## src/rtl/spec_alloc_pkg.sv

```systemverilog
package spec_alloc_pkg;
  // index of the lowest set bit, 0 when none
  function automatic int unsigned low_idx(input logic [31:0] m, input int unsigned n);
    int unsigned r;
    r = 0;
    for (int i = n - 1; i >= 0; i--) begin
      if (m[i]) r = i;
    end
    return r;
  endfunction
endpackage

```

## src/rtl/sa_mtx_arb.sv

```systemverilog
module sa_mtx_arb #(
  parameter int N = 4
) (
  input  logic         clk,
  input  logic         rst_n,
  input  logic [N-1:0] req,
  input  logic         upd,
  output logic [N-1:0] gnt
);
  // pri_q[i][j] = 1 : requester i is ahead of requester j
  logic [N-1:0][N-1:0] pri_q, pri_d;

  always_comb begin
    for (int i = 0; i < N; i++) begin
      logic blk;
      blk = 1'b0;
      for (int j = 0; j < N; j++) begin
        if (j != i && req[j] && pri_q[j][i]) blk = 1'b1;
      end
      gnt[i] = req[i] & ~blk;
    end
  end

  always_comb begin
    pri_d = pri_q;
    for (int k = 0; k < N; k++) begin
      if (gnt[k]) begin
        for (int j = 0; j < N; j++) begin
          if (j != k) begin
            pri_d[k][j] = 1'b0;
            pri_d[j][k] = 1'b1;
          end
        end
      end
    end
  end

  always_ff @(posedge clk or negedge rst_n) begin
    if (!rst_n) begin
      for (int i = 0; i < N; i++)
        for (int j = 0; j < N; j++)
          pri_q[i][j] <= (i < j);
    end else if (upd) begin
      pri_q <= pri_d;
    end
  end
endmodule

```

## src/rtl/spec_alloc.sv

```systemverilog
module spec_alloc
  import spec_alloc_pkg::*;
#(
  parameter  int NPORT = 5,
  parameter  int NVC   = 4,
  localparam int NI    = NPORT * NVC,
  localparam int PW    = $clog2(NPORT),
  localparam int VW    = $clog2(NVC)
) (
  input  logic             clk,
  input  logic             rst_n,
  input  logic [NI-1:0]    req_valid,
  input  logic [NI-1:0]    req_has_ovc,
  input  logic [NI*PW-1:0] req_port,
  input  logic [NI-1:0]    ovc_free,
  output logic [NI-1:0]    vc_gnt,
  output logic [NI*VW-1:0] vc_gnt_id,
  output logic [NI-1:0]    sw_gnt,
  output logic [NI-1:0]    spec_abort
);
  logic [NI-1:0]          head, nsr;
  logic [NI-1:0][PW-1:0]  dst;

  always_comb begin
    for (int k = 0; k < NI; k++) begin
      dst[k]  = req_port[k*PW +: PW];
      head[k] = req_valid[k] & ~req_has_ovc[k];
      nsr[k]  = req_valid[k] & req_has_ovc[k];
    end
  end

  // ---------------- VC allocation, one arbiter per output port
  logic [NPORT-1:0][NI-1:0] va_req, va_gnt;
  logic [NPORT-1:0]         va_any;
  logic [NPORT-1:0][VW-1:0] va_id;

  always_comb begin
    for (int o = 0; o < NPORT; o++) begin
      va_any[o] = |ovc_free[o*NVC +: NVC];
      va_id[o]  = VW'(low_idx(32'(ovc_free[o*NVC +: NVC]), NVC));
      for (int k = 0; k < NI; k++)
        va_req[o][k] = head[k] && (dst[k] == PW'(o)) && va_any[o];
    end
  end

  // ---------------- switch allocation stage arrays
  logic [NPORT-1:0][NVC-1:0] s1n_req, s1s_req, s1n_gnt, s1s_gnt;
  logic [NPORT-1:0]          s1n_upd, s1s_upd;
  logic [NPORT-1:0]          has_ns, has_sp;
  logic [NPORT-1:0][PW-1:0]  n_dst, s_dst;
  logic [NPORT-1:0][NPORT-1:0] s2n_req, s2s_req, s2n_gnt, s2s_gnt;
  logic [NPORT-1:0]          nsa, s2s_upd;
  logic [NPORT-1:0]          in_n, in_s, sp_ok;

  generate
    for (genvar o = 0; o < NPORT; o++) begin : g_out
      sa_mtx_arb #(.N(NI)) u_va (
        .clk(clk), .rst_n(rst_n), .req(va_req[o]), .upd(va_any[o]), .gnt(va_gnt[o]));
      sa_mtx_arb #(.N(NPORT)) u_s2n (
        .clk(clk), .rst_n(rst_n), .req(s2n_req[o]), .upd(nsa[o]), .gnt(s2n_gnt[o]));
      sa_mtx_arb #(.N(NPORT)) u_s2s (
        .clk(clk), .rst_n(rst_n), .req(s2s_req[o]), .upd(s2s_upd[o]), .gnt(s2s_gnt[o]));
    end
    for (genvar p = 0; p < NPORT; p++) begin : g_in
      sa_mtx_arb #(.N(NVC)) u_s1n (
        .clk(clk), .rst_n(rst_n), .req(s1n_req[p]), .upd(s1n_upd[p]), .gnt(s1n_gnt[p]));
      sa_mtx_arb #(.N(NVC)) u_s1s (
        .clk(clk), .rst_n(rst_n), .req(s1s_req[p]), .upd(s1s_upd[p]), .gnt(s1s_gnt[p]));
    end
  endgenerate

  always_comb begin
    for (int k = 0; k < NI; k++) begin
      vc_gnt[k] = 1'b0;
      vc_gnt_id[k*VW +: VW] = '0;
      for (int o = 0; o < NPORT; o++) begin
        if (va_gnt[o][k]) begin
          vc_gnt[k] = 1'b1;
          vc_gnt_id[k*VW +: VW] = va_id[o];
        end
      end
    end
  end

  // ---------------- stage 1: one VC per input, split by bid class
  always_comb begin
    for (int p = 0; p < NPORT; p++) begin
      s1n_req[p] = nsr[p*NVC +: NVC];
      s1s_req[p] = head[p*NVC +: NVC];
      has_ns[p]  = |s1n_req[p];
      has_sp[p]  = |s1s_req[p];
      n_dst[p]   = '0;
      s_dst[p]   = '0;
      for (int v = 0; v < NVC; v++) begin
        if (s1n_gnt[p][v]) n_dst[p] = dst[p*NVC + v];
        if (s1s_gnt[p][v]) s_dst[p] = dst[p*NVC + v];
      end
    end
  end

  // ---------------- stage 2: one input per output, speculative masked
  always_comb begin
    for (int o = 0; o < NPORT; o++) begin
      for (int p = 0; p < NPORT; p++) begin
        s2n_req[o][p] = has_ns[p] && (n_dst[p] == PW'(o));
        s2s_req[o][p] = !has_ns[p] && has_sp[p] && (s_dst[p] == PW'(o));
      end
      nsa[o] = |s2n_req[o];
    end
  end

  // ---------------- merge, abort and priority-update enables
  always_comb begin
    for (int p = 0; p < NPORT; p++) begin
      in_n[p] = 1'b0;
      in_s[p] = 1'b0;
      for (int o = 0; o < NPORT; o++) begin
        in_n[p] = in_n[p] | s2n_gnt[o][p];
        in_s[p] = in_s[p] | (s2s_gnt[o][p] & ~nsa[o]);
      end
      sp_ok[p]   = in_s[p] & |(s1s_gnt[p] & vc_gnt[p*NVC +: NVC]);
      s1n_upd[p] = in_n[p];
      s1s_upd[p] = sp_ok[p];
      for (int v = 0; v < NVC; v++) begin
        sw_gnt[p*NVC + v]     = (s1n_gnt[p][v] & in_n[p]) |
                                (s1s_gnt[p][v] & in_s[p] & vc_gnt[p*NVC + v]);
        spec_abort[p*NVC + v] = s1s_gnt[p][v] & in_s[p] & ~vc_gnt[p*NVC + v];
      end
    end
    for (int o = 0; o < NPORT; o++)
      s2s_upd[o] = ~nsa[o] & |(s2s_gnt[o] & sp_ok);
  end
endmodule

```

## config.mk

```make
export PLATFORM = sky130hd
export DESIGN_NAME = spec_alloc
export DESIGN_NICKNAME = d
export VERILOG_FILES = /design/src/rtl/spec_alloc_pkg.sv /design/src/rtl/sa_mtx_arb.sv /design/src/rtl/spec_alloc.sv
export SDC_FILE = /design/constraint.sdc
export NUM_CORES = 2
export LEC_CHECK = 0
export ABC_CLOCK_PERIOD_IN_PS = 13300
export BUFFER_PORTS_ARGS = -buffer_cell sky130_fd_sc_hd__buf_4
export CAP_MARGIN = 20
export CELL_PAD_IN_SITES_DETAIL_PLACEMENT = 1
export CELL_PAD_IN_SITES_GLOBAL_PLACEMENT = 1
export CORE_AREA = 8 8 600 602
export DETAILED_ROUTE_END_ITERATION = 10
export DIE_AREA = 0 0 608 610
export PLACE_DENSITY = 0.59
export SLEW_MARGIN = 20
export SYNTH_ARGS = -nofsm -noshare
export SYNTH_HDL_FRONTEND = slang
export SYNTH_HIERARCHICAL = 1
export SYNTH_SLANG_ARGS = --single-unit
```

## constraint.sdc

```tcl
create_clock -name clk -period 13.3 [get_ports clk]
set_input_delay 1.33 -clock clk [delete_from_list [all_inputs] [get_ports clk]]
set_output_delay 1.33 -clock clk [all_outputs]
set_load 0.01 [all_outputs]
```

==> results.md <==
* Post-synthesis adder-cell area fraction at 0
* Residual DRC at 0
* Clock transition at the registers of the reported paths at about 60 ps
* Pwr/cell area at roughly 180 nW/um^2
* Setup bufs post-CTS at 0
* Synthesized area at 101,000 um^2
* Largest net degree at the start of global routing at 178
* Max_cap viols at 0
* CTS buffer count at 265
* Routed Antenna Nets at 0
* Row cnt at 218
* Max Slew Vio Count at 0
* Number of clock sinks at 2,220
* GRT met3 Usage at 0.0339
* Global route overflow at 0
* Clk_skew at 49.9 ps
* Deepest clock path buffer count at 4
* Yosys reg bits at approximately 2.2k
* Syn Inst Count at 8,514
* DIE HEIGHT at slightly above 600 um
* Max VDD drop at 0.104 mV
* Post-synth cell types at 74
* CTS tree: yes
* Hold_buf cts at 0
* Total iterations of the first detailed-routing run at 5
* DR WL/cell at 31.5 um
* Worst-Margin Slew at 1240 ps
* Setup violations, final at 0
* Final nets at 8,596
* Number of enable flip-flop cells after synthesis at 0
* Sequential cell area at 56,900 um^2
* Clock Tree Root: clkbuf_16
* Post-synthesis xor/xnor area fraction at 0
* GRT busiest layer: met2
* Overall routing resource usage at 0.219
* Die extent in x at 608 um
* Port Buf Inserts at 221
* Dpl ws at approximately 4700 ps
* WS Path Type: input pin to output pin
* Synth warn at 6
* CP Max Fanout at 12
* Vias at about 76k
* Initial core utilization at 0.288
* Ys async rst share at 1.00
* Initial antenna violation count at 29
* Fraction of the mapped netlist area in simple logic gates at 0.105
* Tot Pwr at 0.0207 W
* Setup crit start kind: input pin
* Final Worst Setup Slack at slightly below 5000 ps
* Synth Area in Compound Gates at 0.272
* Fmax at between 0.1 and 0.15 GHz
* Area of the multi-input gates at 38,500 um^2
* M1 GR Usage at 0.273
* Largest family of logic cells by synthesized area: compound AO/OA/AOI/OAI gates
* Critical path required time at 11,970 ps
* H-tree depth at 5
* Slew margin rel. at 0.164
* Core ar. at 351,000 um^2
* LEAKAGE at 50.6 nW
* # fillers at 37.8k
* RSZ-0062 raised after global routing: no
* Tmin final at 8350 ps
* Final hold viol count at 0
* Period utilisation layout at 0.628
* GR Layer Usage met2 at 0.363
* Syn Nets at 8,636
* Gpl congestion at roughly 0.87
* Drt initial violations at 6,553
* Final Util at 0.326
* # IOs at roughly 220
* Total die area at 371,000 um^2
* Arr. time, crit path at between 7000 and 8000 ps
* Synth Flop Type: dfstp_2
* Sequential area share after synthesis at 0.564
* Hold Path Class: input pin to async pin
* Vias in the first global route at 80.3k
* DR vias/cell at around 5.7
* Status: complete, no violations
* Routed Wire Length at 420,000 um
* Synth Area per Inst at 11.9 um^2
* Setup crit end kind: output pin
* Clk_lat worst skew at 900 ps
* Layout cells sized above 1 at 0.283
* Multiplexer area fraction after synthesis at 0.0000992
* Dpl hpwl at about 260,000 um
* Area Growth Syn to Fin at 13.2%
* First-pass GRT wire length at 600,000 um
* Post-cts repair resize count at 0
* Final hold slack at 381 ps
* Setup_tns at 0 ps
[layout by cell type (no fill, tap or decap), drive strengths merged, types with 20 or more instances in the layout]
| cell | count |
|---|---|
| a211oi | 64 |
| a21boi | 135 |
| a21o | 1092 |
| a21oi | 113 |
| a221oi | 44 |
| a222oi | 40 |
| a22oi | 970 |
| a31oi | 42 |
| and2 | 124 |
| and3 | 112 |
| and4 | 80 |
| buf | 469 |
| bufinv | 20 |
| clkbuf | 402 |
| clkinv | 39 |
| dfrtp | 1110 |
| dfstp | 1110 |
| diode | 21 |
| inv | 113 |
| nand2 | 716 |
| nand3 | 40 |
| nand3b | 24 |
| nand4 | 171 |
| nor2 | 173 |
| nor2b | 76 |
| nor3 | 66 |
| nor3b | 33 |
| nor4 | 119 |
| o21a | 1030 |
| o21ai | 88 |
[cells by family (layout without fill, tap and decap cells)]
group,count (synthesis),after routing
buffers and inverters,872,1051
AND/OR/NAND/NOR,1762,1762
other,0,21
flip-flops,2220,2220
multiplexers,1,1
AO/OA/AOI/OAI,3659,3659
[worst max-delay path: stages]
cell,delay (ps)
buf_4,120
nor2b_2,630
and3_1,610
nand3b_1,180
a21oi_1,70
a21oi_1,140
nor2_1,60
a21oi_1,760
nor2_1,350
a222oi_1,500
and2_1,260
a21boi_0,190
a32oi_1,70
and4_1,270
buf_4,220
o21ai_0,940
buf_4,280
[path summary, 6_finish.rpt]
kind | depth (start not counted) | startpoint | slack [ps] | endpoint
min in group clk | 2 | g_out[0].u_s2n/pri_q[19]$_DFFE_PN1P_ | 470 | g_out[0].u_s2n/pri_q[19]$_DFFE_PN1P_
setup reg to reg | 17 | g_in[4].u_s1s/pri_q[9]$_DFFE_PN0P_ | 7020 | g_out[0].u_s2s/pri_q[9]$_DFFE_PN1P_
max in group asynchronous | 4 | rst_n | 9770 | g_in[1].u_s1s/pri_q[13]$_DFFE_PN0P_
setup / recovery | 17 | req_has_ovc[17] | 4950 | sw_gnt[0]
hold / removal | 1 | rst_n | 380 | g_out[3].u_va/pri_q[391]$_DFFE_PN0P_
hold reg to reg | 2 | g_out[0].u_s2n/pri_q[19]$_DFFE_PN1P_ | 470 | g_out[0].u_s2n/pri_q[19]$_DFFE_PN1P_
[cells in the mapped netlist, types with 42 or more instances]
cell | instances | area (um^2)
a211oi_1 | 52 | 390
a21boi_0 | 100 | 751
a21o_1 | 1062 | 7970
a21oi_1 | 113 | 566
a22oi_1 | 940 | 7060
a31oi_1 | 42 | 263
and2_1 | 124 | 776
and3_1 | 72 | 450
buf_2 | 154 | 771
buf_4 | 325 | 2440
buf_6 | 165 | 1860
clkbuf_1 | 117 | 439
dfrtp_1 | 1110 | 27800
dfstp_2 | 1110 | 29200
inv_1 | 94 | 353
nand2_1 | 621 | 2330
nand2_2 | 95 | 594
nand4_1 | 161 | 1010
nor2_1 | 173 | 649
nor2b_1 | 76 | 475
nor3_1 | 66 | 330
nor4_2 | 59 | 738
nor4_4 | 51 | 1080
o21a_1 | 1030 | 7730
o21ai_0 | 78 | 390
[per-stage QoR]
stage,area (um^2),instances
after CTS,114000,13312
final,114000,13334
after global placement,105000,12822
after detailed placement,105000,12826
after global routing,114000,13325
after floorplan,101000,8514
[metal layers]
metal | vias to the layer above | wire [um] | share of wire
met1 | 40864 | 171000 | 0.41
met3 | 894 | 23400 | 0.056
li1 | 31233 | - | -
met5 | - | 79 | 0.00019
met4 | 10 | 25300 | 0.060
met2 | 2579 | 200000 | 0.48
[power breakdown]
| group | switching, W | total [W] | internal [W] |
|---|---|---|---|
| registers | 0.00101 | 0.0101 | 0.00911 |
| logic | 0.00157 | 0.00305 | 0.00148 |
| clock network | 0.00306 | 0.00757 | 0.00451 |
[area by class of cell]
cell class,instances,share of cell area
Clock inverter,85,0.0105
Timing Repair Buffer,470,0.0319
Tap cell,4620,0.0506
Antenna cell,21,0.000460
Sequential cell,2220,0.498
Multi-Input combinational cell,5422,0.337
Inverter,95,0.00312
Clock buffer,401,0.0686
[registers in the layout, summed over array words and instances (netlist names)]
name / cells
g_out.u_va/pri_q: 1900
g_out.u_s2n/pri_q: 100
g_out.u_s2s/pri_q: 100
g_in.u_s1n/pri_q: 60
g_in.u_s1s/pri_q: 60
No activity file was read; power rests on OpenSTA's default activity.
